==> config.mk <==
export PLATFORM = sky130hd
export DESIGN_NAME = tw_sensor_master
export DESIGN_NICKNAME = d
export VERILOG_FILES = /design/src/rtl/tw_sensor_pkg.sv /design/src/rtl/tw_us_timer.sv /design/src/rtl/tw_byte_engine.sv /design/src/rtl/tw_cmd_seq.sv /design/src/rtl/tw_sensor_master.sv
export SDC_FILE = /design/constraint.sdc
export NUM_CORES = 1
export LEC_CHECK = 0
export ABC_AREA = 1
export ABC_CLOCK_PERIOD_IN_PS = 2300
export BUFFER_PORTS_ARGS = -buffer_cell sky130_fd_sc_hd__clkbuf_2
export CAP_MARGIN = 20
export CORE_MARGIN = 5
export CORE_UTILIZATION = 49
export CTS_CLUSTER_DIAMETER = 50
export DETAILED_ROUTE_END_ITERATION = 8
export PLACE_DENSITY = 0.76
export SYNTH_ARGS = -nofsm -noshare
export SYNTH_HDL_FRONTEND = slang
export SYNTH_SLANG_ARGS = --single-unit
==> constraint.sdc <==
create_clock -name clk -period 2.3 [get_ports clk]
set_input_delay 0.23 -clock clk [delete_from_list [all_inputs] [get_ports clk]]
set_output_delay 0.23 -clock clk [all_outputs]
set_load 0.05 [all_outputs]
==> src/rtl/tw_sensor_pkg.sv <==
package tw_sensor_pkg;

  localparam int NUS_W = 3;

  // Phase lengths in microseconds
  localparam logic [NUS_W-1:0] T_WBIT_US  = 3'd2;
  localparam logic [NUS_W-1:0] T_GAP_US   = 3'd4;
  localparam logic [NUS_W-1:0] T_RHALF_US = 3'd1;
  localparam logic [NUS_W-1:0] T_HOLD_US  = 3'd1;
  localparam logic [NUS_W-1:0] T_SYNC_US  = 3'd1;

  typedef enum logic [2:0] {
    OP_READ  = 3'd0,
    OP_WRITE = 3'd1,
    OP_BURST = 3'd2,
    OP_SYNC  = 3'd3,
    OP_SIGN  = 3'd4
  } op_e;

  function automatic logic [7:0] sig_expect(input logic [1:0] idx);
    case (idx)
      2'd0:    return 8'h12;
      2'd1:    return 8'h01;
      default: return 8'h26;
    endcase
  endfunction

endpackage

==> src/rtl/tw_us_timer.sv <==
module tw_us_timer
  import tw_sensor_pkg::*;
#(
  parameter int CYC_PER_US = 50
) (
  input  logic             clk,
  input  logic             rst,
  input  logic             go,
  input  logic [NUS_W-1:0] n_us,
  output logic             fire
);
  localparam int PRE_W = $clog2(CYC_PER_US + 1);
  localparam logic [PRE_W-1:0] PRE_LAST = PRE_W'(CYC_PER_US - 1);

  logic [PRE_W-1:0] pre;
  logic [NUS_W-1:0] left;
  logic             run;

  assign fire = run && (pre == PRE_LAST) && (left == NUS_W'(1));

  always_ff @(posedge clk) begin
    if (rst) begin
      run  <= 1'b0;
      pre  <= '0;
      left <= '0;
    end else if (go) begin
      run  <= 1'b1;
      pre  <= '0;
      left <= n_us;
    end else if (run) begin
      if (pre == PRE_LAST) begin
        pre <= '0;
        if (left == NUS_W'(1)) run <= 1'b0;
        else left <= left - NUS_W'(1);
      end else begin
        pre <= pre + PRE_W'(1);
      end
    end
  end
endmodule

==> src/rtl/tw_byte_engine.sv <==
module tw_byte_engine
  import tw_sensor_pkg::*;
#(
  parameter int CYC_PER_US = 50
) (
  input  logic       clk,
  input  logic       rst,
  input  logic       go,
  input  logic       go_rd,
  input  logic [7:0] go_byte,
  input  logic       sd_in,
  output logic       done,
  output logic [7:0] rbyte,
  output logic       sclk,
  output logic       sd_out,
  output logic       sd_oe
);
  typedef enum logic [2:0] {E_IDLE, E_WLOW, E_WHI, E_WGAP, E_RLOW, E_RHI} est_e;

  est_e             st;
  logic [7:0]       sh;
  logic [2:0]       cnt;
  logic             t_go;
  logic [NUS_W-1:0] t_n;
  logic             t_fire;
  logic             take;

  tw_us_timer #(.CYC_PER_US(CYC_PER_US)) u_tmr (
    .clk(clk), .rst(rst), .go(t_go), .n_us(t_n), .fire(t_fire)
  );

  assign done  = t_fire && ((st == E_WGAP) || ((st == E_RHI) && (cnt == 3'd7)));
  assign take  = go && ((st == E_IDLE) || done);
  assign rbyte = sh;

  always_comb begin
    t_go = 1'b0;
    t_n  = T_RHALF_US;
    if (take) begin
      t_go = 1'b1;
      t_n  = go_rd ? T_RHALF_US : T_WBIT_US;
    end else begin
      case (st)
        E_WHI: begin
          t_go = 1'b1;
          t_n  = (cnt == 3'd7) ? T_GAP_US : T_WBIT_US;
        end
        E_RLOW: t_go = t_fire;
        E_RHI:  t_go = t_fire && (cnt != 3'd7);
        default: t_go = 1'b0;
      endcase
    end
  end

  always_ff @(posedge clk) begin
    if (rst) begin
      st     <= E_IDLE;
      sh     <= '0;
      cnt    <= '0;
      sclk   <= 1'b1;
      sd_out <= 1'b0;
      sd_oe  <= 1'b0;
    end else if (take) begin
      cnt  <= '0;
      sclk <= 1'b0;
      if (go_rd) begin
        sd_oe <= 1'b0;
        st    <= E_RLOW;
      end else begin
        sd_oe  <= 1'b1;
        sd_out <= go_byte[7];
        sh     <= go_byte;
        st     <= E_WLOW;
      end
    end else begin
      case (st)
        E_WLOW: if (t_fire) begin
          sclk <= 1'b1;
          st   <= E_WHI;
        end
        E_WHI: begin
          if (cnt == 3'd7) begin
            st <= E_WGAP;
          end else begin
            cnt    <= cnt + 3'd1;
            sh     <= {sh[6:0], 1'b0};
            sd_out <= sh[6];
            sclk   <= 1'b0;
            st     <= E_WLOW;
          end
        end
        E_WGAP: if (t_fire) begin
          sd_oe <= 1'b0;
          st    <= E_IDLE;
        end
        E_RLOW: if (t_fire) begin
          sh   <= {sh[6:0], sd_in};
          sclk <= 1'b1;
          st   <= E_RHI;
        end
        E_RHI: if (t_fire) begin
          if (cnt == 3'd7) begin
            st <= E_IDLE;
          end else begin
            cnt  <= cnt + 3'd1;
            sclk <= 1'b0;
            st   <= E_RLOW;
          end
        end
        default: st <= E_IDLE;
      endcase
    end
  end
endmodule

==> src/rtl/tw_cmd_seq.sv <==
module tw_cmd_seq
  import tw_sensor_pkg::*;
#(
  parameter int         CYC_PER_US = 50,
  parameter logic [7:0] BURST_ADDR = 8'h50,
  parameter logic [7:0] ID0_ADDR   = 8'h00,
  parameter logic [7:0] ID1_ADDR   = 8'h01,
  parameter logic [7:0] ID2_ADDR   = 8'h3E
) (
  input  logic              clk,
  input  logic              rst,
  input  logic              cmd_valid,
  output logic              cmd_ready,
  input  logic [2:0]        cmd_op,
  input  logic [7:0]        cmd_addr,
  input  logic [7:0]        cmd_wdata,
  output logic              busy,
  output logic              done,
  output logic [7:0]        rd_data,
  output logic signed [7:0] dx,
  output logic signed [7:0] dy,
  output logic              sig_ok,
  output logic              cs_n,
  output logic              eng_go,
  output logic              eng_rd,
  output logic [7:0]        eng_byte,
  input  logic              eng_done,
  input  logic [7:0]        eng_rbyte
);
  typedef enum logic [3:0] {
    S_IDLE, S_SEL, S_ADDR, S_WDAT, S_RD0, S_RD1, S_HOLD, S_DESEL, S_RESEL, S_SYNC, S_FIN
  } sst_e;

  sst_e             st;
  op_e              op_q;
  logic [7:0]       addr_q, wdat_q, b0, b1;
  logic [1:0]       idx;
  logic             match;
  logic             t_go, t_fire;
  logic [NUS_W-1:0] t_n;
  logic [7:0]       frame_addr;

  tw_us_timer #(.CYC_PER_US(CYC_PER_US)) u_tmr (
    .clk(clk), .rst(rst), .go(t_go), .n_us(t_n), .fire(t_fire)
  );

  assign cmd_ready = (st == S_IDLE);

  always_comb begin
    case (op_q)
      OP_BURST: frame_addr = BURST_ADDR;
      OP_SIGN:  frame_addr = (idx == 2'd0) ? ID0_ADDR : (idx == 2'd1) ? ID1_ADDR : ID2_ADDR;
      default:  frame_addr = addr_q;
    endcase
  end

  always_comb begin
    eng_go   = 1'b0;
    eng_rd   = 1'b0;
    eng_byte = frame_addr;
    t_go     = 1'b0;
    t_n      = T_HOLD_US;
    case (st)
      S_IDLE: if (cmd_valid && (op_e'(cmd_op) == OP_SYNC)) begin
        t_go = 1'b1;
        t_n  = T_SYNC_US;
      end
      S_SEL: eng_go = 1'b1;
      S_ADDR: if (eng_done) begin
        eng_go   = 1'b1;
        eng_rd   = (op_q != OP_WRITE);
        eng_byte = wdat_q;
      end
      S_RD0: if (eng_done) begin
        if (op_q == OP_BURST) begin
          eng_go = 1'b1;
          eng_rd = 1'b1;
        end else begin
          t_go = 1'b1;
        end
      end
      default: ;
    endcase
  end

  always_ff @(posedge clk) begin
    if (rst) begin
      st      <= S_IDLE;
      op_q    <= OP_READ;
      addr_q  <= '0;
      wdat_q  <= '0;
      b0      <= '0;
      b1      <= '0;
      idx     <= '0;
      match   <= 1'b0;
      busy    <= 1'b0;
      done    <= 1'b0;
      rd_data <= '0;
      dx      <= '0;
      dy      <= '0;
      sig_ok  <= 1'b0;
      cs_n    <= 1'b1;
    end else begin
      done <= 1'b0;
      case (st)
        S_IDLE: if (cmd_valid) begin
          op_q   <= op_e'(cmd_op);
          addr_q <= cmd_addr;
          wdat_q <= cmd_wdata;
          idx    <= '0;
          match  <= 1'b1;
          busy   <= 1'b1;
          cs_n   <= 1'b0;
          st     <= (op_e'(cmd_op) == OP_SYNC) ? S_SYNC : S_SEL;
        end
        S_SEL:  st <= S_ADDR;
        S_ADDR: if (eng_done) st <= (op_q == OP_WRITE) ? S_WDAT : S_RD0;
        S_WDAT: if (eng_done) st <= S_DESEL;
        S_RD0: if (eng_done) begin
          b0 <= eng_rbyte;
          if (op_q == OP_SIGN) match <= match && (eng_rbyte == sig_expect(idx));
          st <= (op_q == OP_BURST) ? S_RD1 : S_HOLD;
        end
        S_RD1: if (eng_done) begin
          b1 <= eng_rbyte;
          st <= S_DESEL;
        end
        S_HOLD: if (t_fire) st <= S_DESEL;
        S_DESEL: begin
          cs_n <= 1'b1;
          if ((op_q == OP_SIGN) && (idx != 2'd2)) begin
            idx <= idx + 2'd1;
            st  <= S_RESEL;
          end else begin
            st <= S_FIN;
          end
        end
        S_RESEL: begin
          cs_n <= 1'b0;
          st   <= S_SEL;
        end
        S_SYNC: if (t_fire) begin
          cs_n <= 1'b1;
          st   <= S_FIN;
        end
        S_FIN: begin
          done <= 1'b1;
          busy <= 1'b0;
          case (op_q)
            OP_BURST: begin
              dx <= $signed(b0);
              dy <= $signed(b1);
            end
            OP_SIGN:  sig_ok <= match;
            OP_WRITE, OP_SYNC: ;
            default:  rd_data <= b0;
          endcase
          st <= S_IDLE;
        end
        default: st <= S_IDLE;
      endcase
    end
  end
endmodule

==> src/rtl/tw_sensor_master.sv <==
module tw_sensor_master #(
  parameter int         CLK_HZ     = 50_000_000,
  parameter logic [7:0] BURST_ADDR = 8'h50,
  parameter logic [7:0] ID0_ADDR   = 8'h00,
  parameter logic [7:0] ID1_ADDR   = 8'h01,
  parameter logic [7:0] ID2_ADDR   = 8'h3E
) (
  input  logic              clk,
  input  logic              rst,
  input  logic              cmd_valid,
  output logic              cmd_ready,
  input  logic [2:0]        cmd_op,
  input  logic [7:0]        cmd_addr,
  input  logic [7:0]        cmd_wdata,
  output logic              busy,
  output logic              done,
  output logic [7:0]        rd_data,
  output logic signed [7:0] dx,
  output logic signed [7:0] dy,
  output logic              sig_ok,
  output logic              sclk,
  output logic              cs_n,
  output logic              sd_oe,
  output logic              sd_out,
  input  logic              sd_in
);
  localparam int CYC_RAW    = CLK_HZ / 1_000_000;
  localparam int CYC_PER_US = (CYC_RAW < 1) ? 1 : CYC_RAW;

  logic       eng_go, eng_rd, eng_done;
  logic [7:0] eng_byte, eng_rbyte;

  tw_cmd_seq #(
    .CYC_PER_US(CYC_PER_US), .BURST_ADDR(BURST_ADDR),
    .ID0_ADDR(ID0_ADDR), .ID1_ADDR(ID1_ADDR), .ID2_ADDR(ID2_ADDR)
  ) u_seq (
    .clk(clk), .rst(rst), .cmd_valid(cmd_valid), .cmd_ready(cmd_ready),
    .cmd_op(cmd_op), .cmd_addr(cmd_addr), .cmd_wdata(cmd_wdata),
    .busy(busy), .done(done), .rd_data(rd_data), .dx(dx), .dy(dy),
    .sig_ok(sig_ok), .cs_n(cs_n), .eng_go(eng_go), .eng_rd(eng_rd),
    .eng_byte(eng_byte), .eng_done(eng_done), .eng_rbyte(eng_rbyte)
  );

  tw_byte_engine #(.CYC_PER_US(CYC_PER_US)) u_eng (
    .clk(clk), .rst(rst), .go(eng_go), .go_rd(eng_rd), .go_byte(eng_byte),
    .sd_in(sd_in), .done(eng_done), .rbyte(eng_rbyte), .sclk(sclk),
    .sd_out(sd_out), .sd_oe(sd_oe)
  );
endmodule

==> key figures <==
Timing
  • Slew margin rel.: 0.647
  • RSZ-0062 raised after global routing: true
  • Peak Freq: roughly 470 MHz
  • Setup Skew: approximately 0.019 ns
  • Final Hold Vio Count: 0
  • Least-Margin Pin Slew: around 0.53 ns
  • Final setup TNS: 0 ns
  • Slew Limit Fails: 0
  • Final setup vio count: 0
  • Tmin final: roughly 2.1 ns
  • Final period util: 0.924

Layout
  • Sequential cell area: 2140 µm²
  • Area of the multi-input gates: 2410 µm²
  • FILL cells: 952
  • Final core utilization: 0.558
  • Share of layout cells above drive strength 1: 0.145
  • Area Growth Syn to Fin: 12.7%
  • N_diodes: 0
  • Layout Nets: between 700 and 800
  • Most frequent cells in the layout: nand2_1, dfxtp_1, inv_1, o21ai_0, nor2_1
  • Most common library cell in the layout ignoring fill and taps: nand2_1

Clock network
  • CTS tree: yes
  • TritonCTS buffer count: 9
  • Root Buffer: clkbuf_8
  • # clock sinks: ~110
  • Hold buffer count at CTS: 0
  • Longest Clk Path Bufs: 2
  • Post-CTS sizing: 0
  • Clk Latency, worst-skew pair: around 0.39 ns
  • # H-tree levels: 3
  • Post-CTS setup repair buffer count: 0
  • Clock slew at reported path FFs: about 0.11 ns

Logic synthesis
  • Post-synthesis cell count: around 700
  • Syn_nets: 743
  • Netlist cell types: 35
  • Syn Std Cell Area: approximately 5000 µm²
  • Share of the synthesized area in the top cell type: 0.427
  • #FFs+latches synth: roughly 110
  • Post-synth top area cell: dfxtp_1
  • Synth warnings: 0
  • Area contributors post-synth: dfxtp_1, nand2_1, o21ai_0, a21oi_1, inv_1
  • Post-synthesis sequential area ratio: 0.427
  • Syn avg cell area: between 7 and 8 µm²

Route
  • Vias/cell: between 5 and 6
  • WL met1: ~5400 µm
  • ANT nets after route: 0
  • Drt drc: 0
  • Post-DR wirelength/cell: 12.6 µm
  • Number of DRC markers in iteration 0: 339
  • Router iterations before antenna repair: 5
  • Via count: 4,597
  • Detailed Route WL: 11,300 µm
  • DR WL met3: just over 600 µm
  • DR WL met2: slightly above 5000 µm
  • Top Layer Used: met4

Critical path
  • Crit Path Max Fanout: 14
  • Crit path DAT: about 2.4 ns
  • CP startpoint kind: flip-flop
  • Endpoint class of the critical path: flip-flop
  • Crit path kind: reg2reg
  • Critical Path RT: ~2.6 ns

Pwr
  • Final Power: around 5.6 mW
  • Peak supply drop: 0.561 mV
  • Power Density: 988 nW/µm²
  • Pleak: around 2.6 nW

Floorplanning
  • Initial core utilization: 0.495
  • Std-Cell Rows: 37
  • # IOs: 55
  • Die height: roughly 110 µm
  • Core box area: a little over 10,000 µm²
  • Die X: 111 µm
  • DIE AREA: between 10,000 and 15,000 µm²

Placed design
  • GP Congestion: 0.905
  • # port buffers: 54
  • DP Wirelength: 8300 µm

Global route
  • Total global-route track usage: 0.187
  • Overflow after GRT: 0
  • Initial antenna violation count: 0
  • Number of global-route vias before repair: 4,364
  • Largest net degree at the start of global routing: 64
  • First-pass GRT wire length: 19,800 µm

Hold path
  • Tightest Hold Check Type: in2reg

Flow run
  • Max-capacitance violation count: 0

Status
  • Status: finished, final reports clean
-- worst max-delay path, stage by stage, from the launching register on --
cell and delay [ns]:
dfxtp_2 0.34, ha_1 0.19, ha_1 0.24, nand4_1 0.10, nand2_1 0.08, inv_1 0.15
nor2_8 0.08, nand2_1 0.10, nand3_2 0.10, nand2_4 0.17, nand2_1 0.16, nor2_2 0.17
nor2_1 0.06, nor2_1 0.11
-- Yosys cell counts, drive strengths merged --
library cell / n
ha: 14
xnor2: 1
o31ai: 4
o21ai: 89
inv: 98
o2111ai: 3
xor2: 6
buf: 6
nand3: 31
nand2: 135
dfxtp: 107
nor2: 84
a21oi: 77
nor3: 15
nor3b: 2
or2: 3
clkbuf: 18
nor4: 1
a211oi: 3
o211ai: 4
nand4: 5
-- sequential cells by signal, summed over array words and instances, names as in the netlist, 8 cells and up --
name           flops
u_eng.rbyte        8
u_seq.addr_q       8
u_seq.b0           8
u_seq.b1           8
u_seq.dx           8
u_seq.dy           8
u_seq.rd_data      8
u_seq.wdat_q       8
-- final timing paths --
kind	cells past startpoint	startpoint	endpoint	slack [ns]
max	13	u_eng.cnt[0]	u_eng.u_tmr.left[0]	0.18
min	3	cmd_wdata[7]	u_seq.wdat_q[7]	0.07
max reg2reg	13	u_eng.cnt[0]	u_eng.u_tmr.left[0]	0.18
min reg2reg	2	u_seq.addr_q[0]	u_seq.addr_q[0]	0.46
-- per-layer routing --
layer	track usage	vias to the layer above
li1	-	2384
met1	0.249	2064
met2	0.306	129
met3	0.0393	20
met4	0.0535	0
met5	0	-
-- cells by family (layout without fill, tap and decap cells) --
kind of cell	after synthesis	after routing	synth area share
AO/OA/AOI/OAI	180	180	0.188
adder cells (fa/ha/maj)	14	14	0.0349
flip-flops	107	107	0.427
XOR/XNOR	7	7	0.0122
AND/OR/NAND/NOR	276	276	0.242
buffers and inverters	122	177	0.0967
-- power breakdown --
part / internal, mW / total [mW] / switching [mW] / leakage, nW
sequential: 2.14 / 2.37 / 0.234 / 0.871
clock: 0.444 / 1.20 / 0.754 / 0.105
combinational: 0.657 / 2.02 / 1.37 / 1.60
total: 3.24 / 5.59 / 2.36 / 2.57
-- layout make-up --
class,instances,share of cell area
repair buffers,63,0.0619
flip-flops and latches,107,0.379
clock buffers,9,0.0219
well taps,136,0.0301
clock inverters,7,0.0153
multi-input cells,477,0.427
inverters,98,0.0654
-- stage by stage --
stage / instance area [µm²] / hold WS [ns] / cells / setup WS [ns]
after floorplan: 5020 / 0.365 / 706 / 0.390
after global placement: 5430 / 0.438 / 881 / 0.176
after detailed placement: 5430 / 0.441 / 881 / 0.0670
after CTS: 5640 / 0.0600 / 897 / 0.0556
after global routing: 5660 / 0.0662 / 897 / -0.00222
final: 5660 / 0.0671 / 897 / 0.175
Note: power is estimated with default switching activity, not from simulation.
